--- src/rtl/dri_pkg.sv ---
package dri_pkg;
  localparam int unsigned WORD_W  = 32;
  localparam int unsigned HADDR_W = 64;
  localparam logic [31:0]  DMA_BASE = 32'h0000_0100;
  localparam logic [1:0]   RESP_OKAY   = 2'b00;
  localparam logic [1:0]   RESP_SLVERR = 2'b10;

  typedef enum logic [3:0] {
    RG_ADDR_LO, RG_ADDR_HI, RG_CTRL, RG_WDATA, RG_EXEC,
    RG_STATUS, RG_RDATA, RG_DMA_CTRL, RG_DMA_IRQ, RG_NONE
  } reg_sel_e;

  typedef enum logic [1:0] {ST_IDLE, ST_ISSUE, ST_WAIT} req_state_e;

  typedef struct packed {
    logic [HADDR_W-1:0] addr;
    logic [7:0]         fmt;
    logic [3:0]         be;
    logic [WORD_W-1:0]  data;
  } req_t;

  function automatic reg_sel_e decode_sel(input logic [31:0] a, input int unsigned n_dma);
    reg_sel_e   s;
    logic [31:0] k;
    s = RG_NONE;
    k = (a - DMA_BASE) >> 2;
    if (a < DMA_BASE) begin
      case (a[7:2])
        6'd0:    s = RG_ADDR_LO;
        6'd1:    s = RG_ADDR_HI;
        6'd2:    s = RG_CTRL;
        6'd3:    s = RG_WDATA;
        6'd4:    s = RG_EXEC;
        6'd5:    s = RG_STATUS;
        6'd6:    s = RG_RDATA;
        default: s = RG_NONE;
      endcase
    end else if (k < 32'(n_dma)) begin
      s = RG_DMA_CTRL;
    end else if (k == 32'(n_dma)) begin
      s = RG_DMA_IRQ;
    end
    return s;
  endfunction

  function automatic logic [7:0] decode_idx(input logic [31:0] a);
    logic [31:0] k;
    k = (a - DMA_BASE) >> 2;
    return k[7:0];
  endfunction

  function automatic logic [WORD_W-1:0] strb_mask(input logic [3:0] strb);
    return {{8{strb[3]}}, {8{strb[2]}}, {8{strb[1]}}, {8{strb[0]}}};
  endfunction

  function automatic logic [WORD_W-1:0] byte_merge(input logic [WORD_W-1:0] old_v,
                                                   input logic [WORD_W-1:0] new_v,
                                                   input logic [3:0]        strb);
    return (old_v & ~strb_mask(strb)) | (new_v & strb_mask(strb));
  endfunction

  function automatic logic is_posted(input logic [7:0] f);
    return f[6] && (f[4:0] == 5'd0);
  endfunction

  function automatic logic wants_data(input logic [7:0] f);
    return !f[6];
  endfunction
endpackage

--- src/rtl/dri_axil_front.sv ---
module dri_axil_front #(
  parameter int unsigned ADDR_W = 12
) (
  input  logic              clk,
  input  logic              rst_n,
  input  logic [ADDR_W-1:0] awaddr_i,
  input  logic              awvalid_i,
  output logic              awready_o,
  input  logic [31:0]       wdata_i,
  input  logic [3:0]        wstrb_i,
  input  logic              wvalid_i,
  output logic              wready_o,
  output logic [1:0]        bresp_o,
  output logic              bvalid_o,
  input  logic              bready_i,
  input  logic [ADDR_W-1:0] araddr_i,
  input  logic              arvalid_i,
  output logic              arready_o,
  output logic [31:0]       rdata_o,
  output logic [1:0]        rresp_o,
  output logic              rvalid_o,
  input  logic              rready_i,
  output logic              wr_go_o,
  output logic [ADDR_W-1:0] wr_addr_o,
  output logic [31:0]       wr_data_o,
  output logic [3:0]        wr_strb_o,
  input  logic              wr_ok_i,
  output logic              rd_go_o,
  output logic [ADDR_W-1:0] rd_addr_o,
  input  logic [31:0]       rd_data_i,
  input  logic              rd_ok_i
);
  import dri_pkg::*;

  logic              aw_have_q, aw_have_d;
  logic              w_have_q, w_have_d;
  logic [ADDR_W-1:0] aw_addr_q;
  logic [31:0]       w_data_q;
  logic [3:0]        w_strb_q;
  logic              bvalid_q, bvalid_d;
  logic [1:0]        bresp_q, bresp_d;
  logic              rvalid_q, rvalid_d;
  logic [31:0]       rdata_q, rdata_d;
  logic [1:0]        rresp_q, rresp_d;
  logic              aw_take, w_take;

  assign awready_o = ~aw_have_q;
  assign wready_o  = ~w_have_q;
  assign arready_o = ~rvalid_q;
  assign aw_take   = awvalid_i & awready_o;
  assign w_take    = wvalid_i & wready_o;
  assign wr_go_o   = aw_have_q & w_have_q & ~bvalid_q;
  assign wr_addr_o = aw_addr_q;
  assign wr_data_o = w_data_q;
  assign wr_strb_o = w_strb_q;
  assign rd_go_o   = arvalid_i & arready_o;
  assign rd_addr_o = araddr_i;
  assign bvalid_o  = bvalid_q;
  assign bresp_o   = bresp_q;
  assign rvalid_o  = rvalid_q;
  assign rdata_o   = rdata_q;
  assign rresp_o   = rresp_q;

  always_comb begin
    aw_have_d = aw_have_q;
    w_have_d  = w_have_q;
    bvalid_d  = bvalid_q;
    bresp_d   = bresp_q;
    rvalid_d  = rvalid_q;
    rdata_d   = rdata_q;
    rresp_d   = rresp_q;
    if (aw_take) aw_have_d = 1'b1;
    if (w_take)  w_have_d  = 1'b1;
    if (wr_go_o) begin
      aw_have_d = 1'b0;
      w_have_d  = 1'b0;
      bvalid_d  = 1'b1;
      bresp_d   = wr_ok_i ? RESP_OKAY : RESP_SLVERR;
    end else if (bready_i) begin
      bvalid_d  = 1'b0;
    end
    if (rd_go_o) begin
      rvalid_d = 1'b1;
      rdata_d  = rd_ok_i ? rd_data_i : 32'd0;
      rresp_d  = rd_ok_i ? RESP_OKAY : RESP_SLVERR;
    end else if (rready_i) begin
      rvalid_d = 1'b0;
    end
  end

  always_ff @(posedge clk or negedge rst_n) begin
    if (!rst_n) begin
      aw_have_q <= 1'b0;
      w_have_q  <= 1'b0;
      bvalid_q  <= 1'b0;
      bresp_q   <= RESP_OKAY;
      rvalid_q  <= 1'b0;
      rdata_q   <= 32'd0;
      rresp_q   <= RESP_OKAY;
    end else begin
      aw_have_q <= aw_have_d;
      w_have_q  <= w_have_d;
      bvalid_q  <= bvalid_d;
      bresp_q   <= bresp_d;
      rvalid_q  <= rvalid_d;
      rdata_q   <= rdata_d;
      rresp_q   <= rresp_d;
    end
  end

  always_ff @(posedge clk) begin
    if (aw_take) aw_addr_q <= awaddr_i;
    if (w_take) begin
      w_data_q <= wdata_i;
      w_strb_q <= wstrb_i;
    end
  end
endmodule

--- src/rtl/dri_req_ctrl.sv ---
module dri_req_ctrl (
  input  logic              clk,
  input  logic              rst_n,
  input  logic              wr_en_i,
  input  dri_pkg::reg_sel_e wr_sel_i,
  input  logic [31:0]       wr_data_i,
  input  logic [3:0]        wr_strb_i,
  input  logic              stat_rd_i,
  output logic              req_valid_o,
  input  logic              req_ready_i,
  output dri_pkg::req_t     req_o,
  input  logic              cpl_valid_i,
  input  logic [31:0]       cpl_data_i,
  output logic [31:0]       addr_lo_o,
  output logic [31:0]       addr_hi_o,
  output logic [11:0]       ctrl_o,
  output logic [31:0]       wdata_o,
  output logic [31:0]       rdata_o,
  output logic              busy_o,
  output logic              done_o,
  output logic              err_o
);
  import dri_pkg::*;

  req_state_e  state_q, state_d;
  logic [31:0] addr_lo_q, addr_lo_d, addr_hi_q, addr_hi_d, wdata_q, wdata_d;
  logic [11:0] ctrl_q, ctrl_d;
  logic [31:0] rdata_q, rdata_d;
  req_t        req_q, req_d;
  logic        done_q, done_d, err_q, err_d;
  logic        lo_en, hi_en, ctrl_en, wd_en, rd_en, req_en;
  logic        exec, launch, accept, cpl_hit, finish;

  assign exec    = wr_en_i && (wr_sel_i == RG_EXEC);
  assign launch  = exec && (state_q == ST_IDLE);
  assign accept  = (state_q == ST_ISSUE) && req_ready_i;
  assign cpl_hit = (state_q == ST_WAIT) && cpl_valid_i;
  assign finish  = (accept && is_posted(req_q.fmt)) || cpl_hit;

  assign lo_en   = wr_en_i && (wr_sel_i == RG_ADDR_LO);
  assign hi_en   = wr_en_i && (wr_sel_i == RG_ADDR_HI);
  assign ctrl_en = wr_en_i && (wr_sel_i == RG_CTRL);
  assign wd_en   = wr_en_i && (wr_sel_i == RG_WDATA);
  assign rd_en   = cpl_hit && wants_data(req_q.fmt);
  assign req_en  = launch;

  always_comb begin
    state_d = state_q;
    case (state_q)
      ST_IDLE:  if (launch) state_d = ST_ISSUE;
      ST_ISSUE: if (req_ready_i) state_d = is_posted(req_q.fmt) ? ST_IDLE : ST_WAIT;
      ST_WAIT:  if (cpl_valid_i) state_d = ST_IDLE;
      default:  state_d = ST_IDLE;
    endcase
    addr_lo_d = byte_merge(addr_lo_q, wr_data_i, wr_strb_i);
    addr_hi_d = byte_merge(addr_hi_q, wr_data_i, wr_strb_i);
    ctrl_d    = 12'(byte_merge({20'd0, ctrl_q}, wr_data_i, wr_strb_i));
    wdata_d   = byte_merge(wdata_q, wr_data_i, wr_strb_i);
    rdata_d   = cpl_data_i;
    req_d     = '{addr: {addr_hi_q, addr_lo_q}, fmt: ctrl_q[7:0],
                  be: ctrl_q[11:8], data: wdata_q};
    done_d    = finish ? 1'b1 : (stat_rd_i ? 1'b0 : done_q);
    err_d     = (exec && !launch) ? 1'b1 : (stat_rd_i ? 1'b0 : err_q);
  end

  always_ff @(posedge clk or negedge rst_n) begin
    if (!rst_n) begin
      state_q   <= ST_IDLE;
      addr_lo_q <= 32'd0;
      addr_hi_q <= 32'd0;
      ctrl_q    <= 12'd0;
      wdata_q   <= 32'd0;
      rdata_q   <= 32'd0;
      req_q     <= '0;
      done_q    <= 1'b0;
      err_q     <= 1'b0;
    end else begin
      state_q <= state_d;
      done_q  <= done_d;
      err_q   <= err_d;
      if (lo_en)   addr_lo_q <= addr_lo_d;
      if (hi_en)   addr_hi_q <= addr_hi_d;
      if (ctrl_en) ctrl_q    <= ctrl_d;
      if (wd_en)   wdata_q   <= wdata_d;
      if (rd_en)   rdata_q   <= rdata_d;
      if (req_en)  req_q     <= req_d;
    end
  end

  assign req_valid_o = (state_q == ST_ISSUE);
  assign req_o       = req_q;
  assign addr_lo_o   = addr_lo_q;
  assign addr_hi_o   = addr_hi_q;
  assign ctrl_o      = ctrl_q;
  assign wdata_o     = wdata_q;
  assign rdata_o     = rdata_q;
  assign busy_o      = (state_q != ST_IDLE);
  assign done_o      = done_q;
  assign err_o       = err_q;
endmodule

--- src/rtl/dri_dma_bank.sv ---
module dri_dma_bank #(
  parameter int unsigned NUM_DMA = 4,
  parameter int unsigned IRQ_W   = 8
) (
  input  logic              clk,
  input  logic              rst_n,
  input  logic              wr_en_i,
  input  dri_pkg::reg_sel_e wr_sel_i,
  input  logic [7:0]        wr_idx_i,
  input  logic [31:0]       wr_data_i,
  input  logic [3:0]        wr_strb_i,
  input  logic [IRQ_W-1:0]  irq_i,
  output logic [31:0]       ctrl_o [NUM_DMA],
  output logic [IRQ_W-1:0]  irq_o
);
  import dri_pkg::*;

  logic [IRQ_W-1:0] irq_q, irq_d, clr_mask;
  logic             irq_wr;

  for (genvar g = 0; g < NUM_DMA; g++) begin : g_ctrl
    logic [31:0] val_q, val_d;
    logic        en;
    assign en    = wr_en_i && (wr_sel_i == RG_DMA_CTRL) && (wr_idx_i == 8'(g));
    assign val_d = byte_merge(val_q, wr_data_i, wr_strb_i);
    always_ff @(posedge clk or negedge rst_n) begin
      if (!rst_n)  val_q <= 32'd0;
      else if (en) val_q <= val_d;
    end
    assign ctrl_o[g] = val_q;
  end

  assign irq_wr   = wr_en_i && (wr_sel_i == RG_DMA_IRQ);
  assign clr_mask = irq_wr ? IRQ_W'(wr_data_i & strb_mask(wr_strb_i)) : '0;

  always_comb begin
    irq_d = (irq_q & ~clr_mask) | irq_i;
  end

  always_ff @(posedge clk or negedge rst_n) begin
    if (!rst_n) irq_q <= '0;
    else        irq_q <= irq_d;
  end

  assign irq_o = irq_q;
endmodule

--- src/rtl/dword_req_issuer.sv ---
module dword_req_issuer #(
  parameter int unsigned ADDR_W  = 12,
  parameter int unsigned NUM_DMA = 4,
  parameter int unsigned IRQ_W   = 8
) (
  input  logic                  clk,
  input  logic                  rst_n,
  input  logic [ADDR_W-1:0]     s_awaddr_i,
  input  logic                  s_awvalid_i,
  output logic                  s_awready_o,
  input  logic [31:0]           s_wdata_i,
  input  logic [3:0]            s_wstrb_i,
  input  logic                  s_wvalid_i,
  output logic                  s_wready_o,
  output logic [1:0]            s_bresp_o,
  output logic                  s_bvalid_o,
  input  logic                  s_bready_i,
  input  logic [ADDR_W-1:0]     s_araddr_i,
  input  logic                  s_arvalid_i,
  output logic                  s_arready_o,
  output logic [31:0]           s_rdata_o,
  output logic [1:0]            s_rresp_o,
  output logic                  s_rvalid_o,
  input  logic                  s_rready_i,
  output logic                  req_valid_o,
  input  logic                  req_ready_i,
  output logic [63:0]           req_addr_o,
  output logic [7:0]            req_fmt_o,
  output logic [3:0]            req_be_o,
  output logic [31:0]           req_data_o,
  input  logic                  cpl_valid_i,
  input  logic [31:0]           cpl_data_i,
  output logic [NUM_DMA*32-1:0] dma_ctrl_o,
  input  logic [IRQ_W-1:0]      dma_irq_i
);
  import dri_pkg::*;

  logic              rst_meta_q, rst_n_s;
  logic              wr_go, wr_ok, rd_go, rd_ok, wr_en, stat_rd;
  logic [ADDR_W-1:0] wr_addr, rd_addr;
  logic [31:0]       wr_data, rd_data;
  logic [3:0]        wr_strb;
  reg_sel_e          wr_sel, rd_sel;
  logic [7:0]        wr_idx, rd_idx;
  req_t              req;
  logic [31:0]       addr_lo, addr_hi, wdata, rdata, dma_rd;
  logic [11:0]       ctrl;
  logic              busy, done, err;
  logic [31:0]       dma_ctrl [NUM_DMA];
  logic [IRQ_W-1:0]  irq_q;

  always_ff @(posedge clk or negedge rst_n) begin
    if (!rst_n) begin
      rst_meta_q <= 1'b0;
      rst_n_s    <= 1'b0;
    end else begin
      rst_meta_q <= 1'b1;
      rst_n_s    <= rst_meta_q;
    end
  end

  dri_axil_front #(.ADDR_W(ADDR_W)) u_front (
    .clk(clk), .rst_n(rst_n_s),
    .awaddr_i(s_awaddr_i), .awvalid_i(s_awvalid_i), .awready_o(s_awready_o),
    .wdata_i(s_wdata_i), .wstrb_i(s_wstrb_i), .wvalid_i(s_wvalid_i), .wready_o(s_wready_o),
    .bresp_o(s_bresp_o), .bvalid_o(s_bvalid_o), .bready_i(s_bready_i),
    .araddr_i(s_araddr_i), .arvalid_i(s_arvalid_i), .arready_o(s_arready_o),
    .rdata_o(s_rdata_o), .rresp_o(s_rresp_o), .rvalid_o(s_rvalid_o), .rready_i(s_rready_i),
    .wr_go_o(wr_go), .wr_addr_o(wr_addr), .wr_data_o(wr_data), .wr_strb_o(wr_strb),
    .wr_ok_i(wr_ok), .rd_go_o(rd_go), .rd_addr_o(rd_addr), .rd_data_i(rd_data), .rd_ok_i(rd_ok)
  );

  always_comb begin
    wr_sel  = decode_sel(32'(wr_addr), NUM_DMA);
    rd_sel  = decode_sel(32'(rd_addr), NUM_DMA);
    wr_idx  = decode_idx(32'(wr_addr));
    rd_idx  = decode_idx(32'(rd_addr));
    wr_ok   = (wr_sel != RG_NONE);
    rd_ok   = (rd_sel != RG_NONE);
    wr_en   = wr_go && wr_ok;
    stat_rd = rd_go && (rd_sel == RG_STATUS);
  end

  dri_req_ctrl u_ctrl (
    .clk(clk), .rst_n(rst_n_s),
    .wr_en_i(wr_en), .wr_sel_i(wr_sel), .wr_data_i(wr_data), .wr_strb_i(wr_strb),
    .stat_rd_i(stat_rd),
    .req_valid_o(req_valid_o), .req_ready_i(req_ready_i), .req_o(req),
    .cpl_valid_i(cpl_valid_i), .cpl_data_i(cpl_data_i),
    .addr_lo_o(addr_lo), .addr_hi_o(addr_hi), .ctrl_o(ctrl), .wdata_o(wdata),
    .rdata_o(rdata), .busy_o(busy), .done_o(done), .err_o(err)
  );

  dri_dma_bank #(.NUM_DMA(NUM_DMA), .IRQ_W(IRQ_W)) u_dma (
    .clk(clk), .rst_n(rst_n_s),
    .wr_en_i(wr_en), .wr_sel_i(wr_sel), .wr_idx_i(wr_idx),
    .wr_data_i(wr_data), .wr_strb_i(wr_strb),
    .irq_i(dma_irq_i), .ctrl_o(dma_ctrl), .irq_o(irq_q)
  );

  for (genvar g = 0; g < NUM_DMA; g++) begin : g_flat
    assign dma_ctrl_o[g*32 +: 32] = dma_ctrl[g];
  end

  always_comb begin
    dma_rd = 32'd0;
    for (int i = 0; i < NUM_DMA; i++) begin
      if (rd_idx == 8'(i)) dma_rd = dma_ctrl[i];
    end
    case (rd_sel)
      RG_ADDR_LO:  rd_data = addr_lo;
      RG_ADDR_HI:  rd_data = addr_hi;
      RG_CTRL:     rd_data = {20'd0, ctrl};
      RG_WDATA:    rd_data = wdata;
      RG_STATUS:   rd_data = {29'd0, err, done, busy};
      RG_RDATA:    rd_data = rdata;
      RG_DMA_CTRL: rd_data = dma_rd;
      RG_DMA_IRQ:  rd_data = 32'(irq_q);
      default:     rd_data = 32'd0;
    endcase
  end

  assign req_addr_o = req.addr;
  assign req_fmt_o  = req.fmt;
  assign req_be_o   = req.be;
  assign req_data_o = req.data;
endmodule

--- config.mk ---
export PLATFORM = sky130hd
export DESIGN_NAME = dword_req_issuer
export DESIGN_NICKNAME = d
export VERILOG_FILES = /design/src/rtl/dri_pkg.sv /design/src/rtl/dri_axil_front.sv /design/src/rtl/dri_req_ctrl.sv /design/src/rtl/dri_dma_bank.sv /design/src/rtl/dword_req_issuer.sv
export SDC_FILE = /design/constraint.sdc
export NUM_CORES = 1
export LEC_CHECK = 0
export ABC_AREA = 1
export ABC_CLOCK_PERIOD_IN_PS = 11600
export CAP_MARGIN = 0
export CORE_UTILIZATION = 45
export DETAILED_ROUTE_END_ITERATION = 8
export DONT_BUFFER_PORTS = 1
export GPL_TIMING_DRIVEN = 0
export MAX_ROUTING_LAYER = met4
export PLACE_DENSITY = 0.65
export SYNTH_ARGS = -nofsm -noshare
export SYNTH_HDL_FRONTEND = slang
export SYNTH_SLANG_ARGS = --single-unit
--- constraint.sdc ---
create_clock -name clk -period 11.6 [get_ports clk]
set_input_delay 1.16 -clock clk [delete_from_list [all_inputs] [get_ports clk]]
set_output_delay 1.16 -clock clk [all_outputs]
set_load 0.1 [all_outputs]
Word-level counts from Yosys, hierarchy flattened
Index checks and enable logic that the tools add are counted.
{ "totals": {"ff_bits": 478, "output_inout_bits": 278, "elab_cells": 177} }
{ "op_classes": {"add_sub_neg": 2, "n_lt_le_gt_ge": 4, "reduce_logical": 39, "mux": 33, "n_eq_ne": 40, "bitwise": 30} }
{ "op_table": {"columns": ["operator", "n"], "rows": [
  ["$and A32 B32 Y32", 8],
  ["$pmux W32 S8", 1],
  ["$or A32 B32 Y32", 7],
  ["$mux W32", 5],
  ["$eq A30 B3 Y1 const B", 2],
  ["$lt A30 B3 Y1 const B", 2],
  ["$pmux W4 S7", 2],
  ["$eq A6 B3 Y1 const B", 6],
  ["$eq A8 B2 Y1 const B", 4],
  ["$not A32 Y32", 1],
  ["$sub A12 B9 Y13 const B", 2],
  ["$eq A6 B2 Y1 const B", 4],
  ["$lt A12 B9 Y1 const B", 2],
  ["$eq A4 B3 Y1 const B", 5],
  ["$logic_and A1 B1 Y1", 20],
  ["$eq A4 B2 Y1 const B", 4],
  ["$eq A8 B1 Y1 const B", 2],
  ["$logic_not A8 Y1", 2],
  ["$mux W4", 4],
  ["$reduce_bool A2 Y1", 7],
  ["$mux W1", 13],
  ["$and A12 B12 Y12", 1],
  ["$eq A6 B1 Y1 const B", 2],
  ["$logic_not A6 Y1", 2],
  ["22 further kinds", 40]
]} }

Logic depth before layout (Yosys ltp)
{ "depth": {"ltp_word": 12, "mapped_depth": 14, "mapped_depth_nobuf": 13} }

By module
A second synthesis with hierarchy kept.
{ "hier_totals": {"cells_unflattened": 2653, "hier_area_um2": 22280.1} }
{ "by_module_without_submodules": {"columns": ["mod", "cells_each", "area_per_inst_um2", "n_inst", "seq_area_each_um2"], "rows": [
  ["dri_req_ctrl", 1125, 10109.7, 1, 6306.0],
  ["dri_dma_bank", 638, 5985.7, 1, 3403.3],
  ["dri_axil_front", 233, 3110.5, 1, 2392.3],
  ["dword_req_issuer", 657, 3074.2, 1, 50.0]
]} }

Worst setup path before layout
No wires, ideal clock.
{ "synth_path": {"kind": "input port to flip-flop", "start": "in s_wvalid_i", "end": "reg u_front.w_data_q[0], in the netlist u_front.wr_data_o[0], enable pin", "path_stages": 2, "t_arrival_ns": 2.730, "path_slack_ns": 8.440, "path_cell_list": "inv_1 -> nor2_1"} }
{ "synth_between": {"elab_chain_cells": 1} }
{ "synth_lines": {"columns": ["item", "line", "source"], "rows": [
  ["from (decl)", "dword_req_issuer.sv:13", "input logic s_wvalid_i,"],
  ["$and A1 B1 Y1", "dri_axil_front.sv:51", "assign w_take = wvalid_i & wready_o;"],
  ["via u_front.w_take", "dri_axil_front.sv:45", "logic aw_take, w_take;"],
  ["to (signal assigned)", "dri_axil_front.sv:114", "w_data_q <= wdata_i;"],
  ["to (decl)", "dri_axil_front.sv:38", "logic [31:0] w_data_q;"]
]} }
The timed path passes the listed nets, and every way through them passes these cells.
A chain may end at the register's enable or synchronous reset.

Worst setup path in the final report
{ "layout_path": {"start": "reg u_front.rvalid_q, in the netlist u_front.rvalid_o", "end": "reg u_front.rdata_q[30], in the netlist u_front.rdata_o[30]"} }
{ "layout_between": {"elab_chain_cells": 2} }
{ "layout_lines": {"columns": ["item", "line", "source"], "rows": [
  ["from (decl)", "dri_axil_front.sv:42", "logic rvalid_q, rvalid_d;"],
  ["from (signal assigned)", "dri_axil_front.sv:105", "rvalid_q <= rvalid_d;"],
  ["$not A1 Y1", "dri_axil_front.sv:49", "assign arready_o = ~rvalid_q;"],
  ["via s_arready_o", "dword_req_issuer.sv:20", "output logic s_arready_o,"],
  ["$and A1 B1 Y1", "dri_axil_front.sv:56", "assign rd_go_o = arvalid_i & arready_o;"],
  ["to (signal assigned)", "dri_axil_front.sv:106", "rdata_q <= rdata_d;"],
  ["to (decl)", "dri_axil_front.sv:43", "logic [31:0] rdata_q, rdata_d;"]
]} }
The timed path passes the listed nets, and every way through them passes these cells.

==> metrics.yaml <==
detailed_routing:
  vias: 16600
  first_pass_iters: 6
  drtIter0Drc: 1627
  ant_nets: 0
  drc: 0
  wirelength_um: 71000
  wire_per_inst_um: 23.9
  vias_per_cell: 5.59
yosys:
  synth_top_area_share_pct: 51.7
  synthCells: 2266
  ys_top_cells_by_area: "dfrtp_1 (52%), nand2_1 (12%), edfxtp_1 (6.7%)"
  avgSynthCellArea_um2: 9.15
  yosysWarnings: 0
  ys_seq_area_share_pct: 58.3
  synth.cell_area_um2: 20700
  yosys.area.top_type: "dfrtp_1"
  synth_cell_types: 37
  synth_seq_cells: 474
clocking:
  cts_sinks: 474
  clkSlewWorstSetupHoldPaths_ns: 0.06
  cts_resized: 0
  cts_buffer_depth: 3
  insertion_delay_ns: 0.60
  htreeDepth: 2
  cts_setup_buffers: 0
  cts_root_buf: "clkbuf_16"
  cts-hold-fix-buffers: 0
  cts_made_buffers: 51
  cts_tree: "built"
pwr:
  total_leakage_power_nw: 10.9
  power_density_nw_per_um2: 157
  peakVddDrop_mv: 0.157
floorplanning:
  dieWidth_um: 217
  core_region_area_um2: 45400
  core.rowCount: 78
  ios: 387
  start_util_pct: 45.7
  die_area_um2: 46900
  die_h_um: 217
cells_and_area:
  instances_no_fill: 2972
  final_nets: 2438
  synthToLayoutAreaGrowth_pct: 12.9
  final_area_um2: 23400
  drive_gt1_share_pct: 12.4
sta:
  tightest_slew_ns: 1.05
  fin_crit_ns: 3.78
  fmax_ghz: 0.264
  slew_viol_final: 0
  holdWs_ns: 0.270
  final-setup-viol-count: 0
  slew_headroom_pct: 29.9
  hold_viol_final: 0
  rsz0062_at_grt: "false"
  setup_ws_ns: 7.82
  period_share_pct: 32.6
  fin_tns_setup_ns: 0
  finalClockSkew_ns: 0.0215
critical_path:
  cp_max_fo: 10
  reg2reg_to: "u_front.rdata_o[30]$_DFFE_PN0P_"
  worstSetupStartpointType: "flop"
  max_stage_delay_ns: 0.82
  critPathBufInv: 3
  worstPathCellList: "inv_1, nand2_1, inv_1, buf_1, o21ai_0, nand2_1"
  r2r-start: "u_front.rvalid_o$_DFFE_PN0P_"
  path_delay_family: "buffers and inverters"
  worstRegToRegCells: 6
  arrival_ns: 4.31
  crit_path_top_delay_cell: "inv_1"
  cp.required_ns: 12.13
  path_class: "flop to flop"
  endpoint_kind: "flop"
  r2r_slack_ns: 7.82
placement:
  globalplace.congestion: 0.944
  dpl.hpwl_um: 55700
  place_inst: 2876
  port_buffers: 0
  post-place-ws_ns: 7.86
  postPlaceCellArea_um2: 21700
global_routing:
  track_usage_pct: 31.2
  grt_max_degree: 73
  antenna_found_initial: 2
  grt_overflow: 0
  grt_pass1_vias: 15700
  grt_pass1_wl_um: 105000
job:
  maxCapViolCount: 0
worst_hold_path:
  worstHoldPathType: "primary input to async pin"
outcome:
  status: "completed"
[per-layer routing]
metal  share of wire (%)  routed length [µm]  global-route usage, %
met1                  42               29900                   41.6
met2                  45               32200                   46.8
met3                 9.9                7050                   8.80
met4                 2.7                1880                   8.50
met5                   0                   0                      -
[worst max path at each step]
stage,startpoint,to,slack [ns],depth (start not counted)
finish,u_front.rvalid_o$_DFFE_PN0P_,u_front.rdata_o[30]$_DFFE_PN0P_,7.82,6
global route,u_front.rvalid_o$_DFFE_PN0P_,u_front.rdata_o[30]$_DFFE_PN0P_,7.64,6
CTS,u_front.rvalid_o$_DFFE_PN0P_,u_front.rdata_o[30]$_DFFE_PN0P_,7.82,6
detailed placement,u_front.rvalid_o$_DFFE_PN0P_,u_front.rdata_o[30]$_DFFE_PN0P_,7.86,6
global placement,rst_n_s$_DFF_PN0_,u_ctrl.req_o[5]$_DFFE_PN0P_,2.03,0
floorplan,rst_n_s$_DFF_PN0_,async pin,4.62,0
[cell usage in the layout, fill, tap and decap left out, types with 2 or more instances in the layout]
cell type / netlist / final
a21oi_1: 32 / 32
a41oi_1: 2 / 2
and3_1: 2 / 2
buf_1: 7 / 8
buf_16: 0 / 7
buf_2: 43 / 43
buf_4: 6 / 6
buf_6: 23 / 23
bufinv_16: 0 / 4
clkbuf_1: 33 / 37
clkbuf_16: 0 / 52
clkbuf_8: 0 / 8
clkinv_1: 0 / 3
clkinv_2: 0 / 17
clkinvlp_4: 0 / 3
conb_1: 2 / 3
dfrtp_1: 428 / 427
diode_2: 0 / 2
edfxtp_1: 46 / 46
inv_1: 208 / 208
inv_2: 10 / 10
inv_6: 0 / 2
mux2_2: 27 / 27
nand2_1: 642 / 642
nand2_2: 8 / 8
nand2_4: 16 / 16
nand3_1: 101 / 101
nand3_2: 12 / 12
nand3_4: 2 / 2
nand4_1: 93 / 93
nor2_1: 75 / 73
nor2_2: 10 / 11
nor2_4: 6 / 7
nor2_8: 4 / 4
nor3_4: 2 / 2
o21ai_0: 120 / 120
o21ai_1: 258 / 258
o21ai_2: 18 / 18
or2_0: 16 / 16
or2_2: 8 / 8
[final cells by class]
class / count / area, µm²
tap: 600 / 751
buffer: 112 / 669
fill: 4129 / 22000
sequential: 474 / 12100
antenna: 2 / 5.00
timing repair buffer: 9 / 216
clock inverter: 30 / 265
clock buffer: 64 / 1430
inverter: 218 / 818
multi-input combinational: 1463 / 7170
[synth_stat cells, drive strengths merged]
library cell / count
nand2: 666
dfrtp: 428
o21ai: 396
inv: 218
nand3: 115
nor2: 95
nand4: 93
buf: 79
edfxtp: 46
a21oi: 33
clkbuf: 33
mux2: 27
or2: 24
a41oi: 2
and3: 2
conb: 2
nor3: 2
a211oi: 1
a31oi: 1
nor4: 1
o21bai: 1
o31ai: 1
[through the flow]
step	utilization (%)	total power, mW
2_1_floorplan	-	1.96
3_3_place_gp	47.3	2.03
3_5_place_dp	47.9	2.05
4_1_cts	51.6	3.69
5_1_grt	51.6	3.78
6_report	51.6	3.67
[kinds of logic after synthesis]
| family | after synthesis | share of synthesized area (%) |
|---|---|---|
| AOI/OAI and AO/OA | 435 | 10.9 |
| buffers and inverters | 330 | 7.18 |
| DFF | 474 | 58.3 |
| muxes | 27 | 1.47 |
| other | 2 | 0.0362 |
| and+or+nand+nor | 998 | 22.1 |
[power by group]
group	total [mW]	internal, mW	switching (mW)
combinational	0.227	0.0337	0.194
clock	1.65	0.960	0.694
sequential	1.79	1.73	0.0605
total	3.67	2.72	0.949
(Power assumes the default switching activity.)
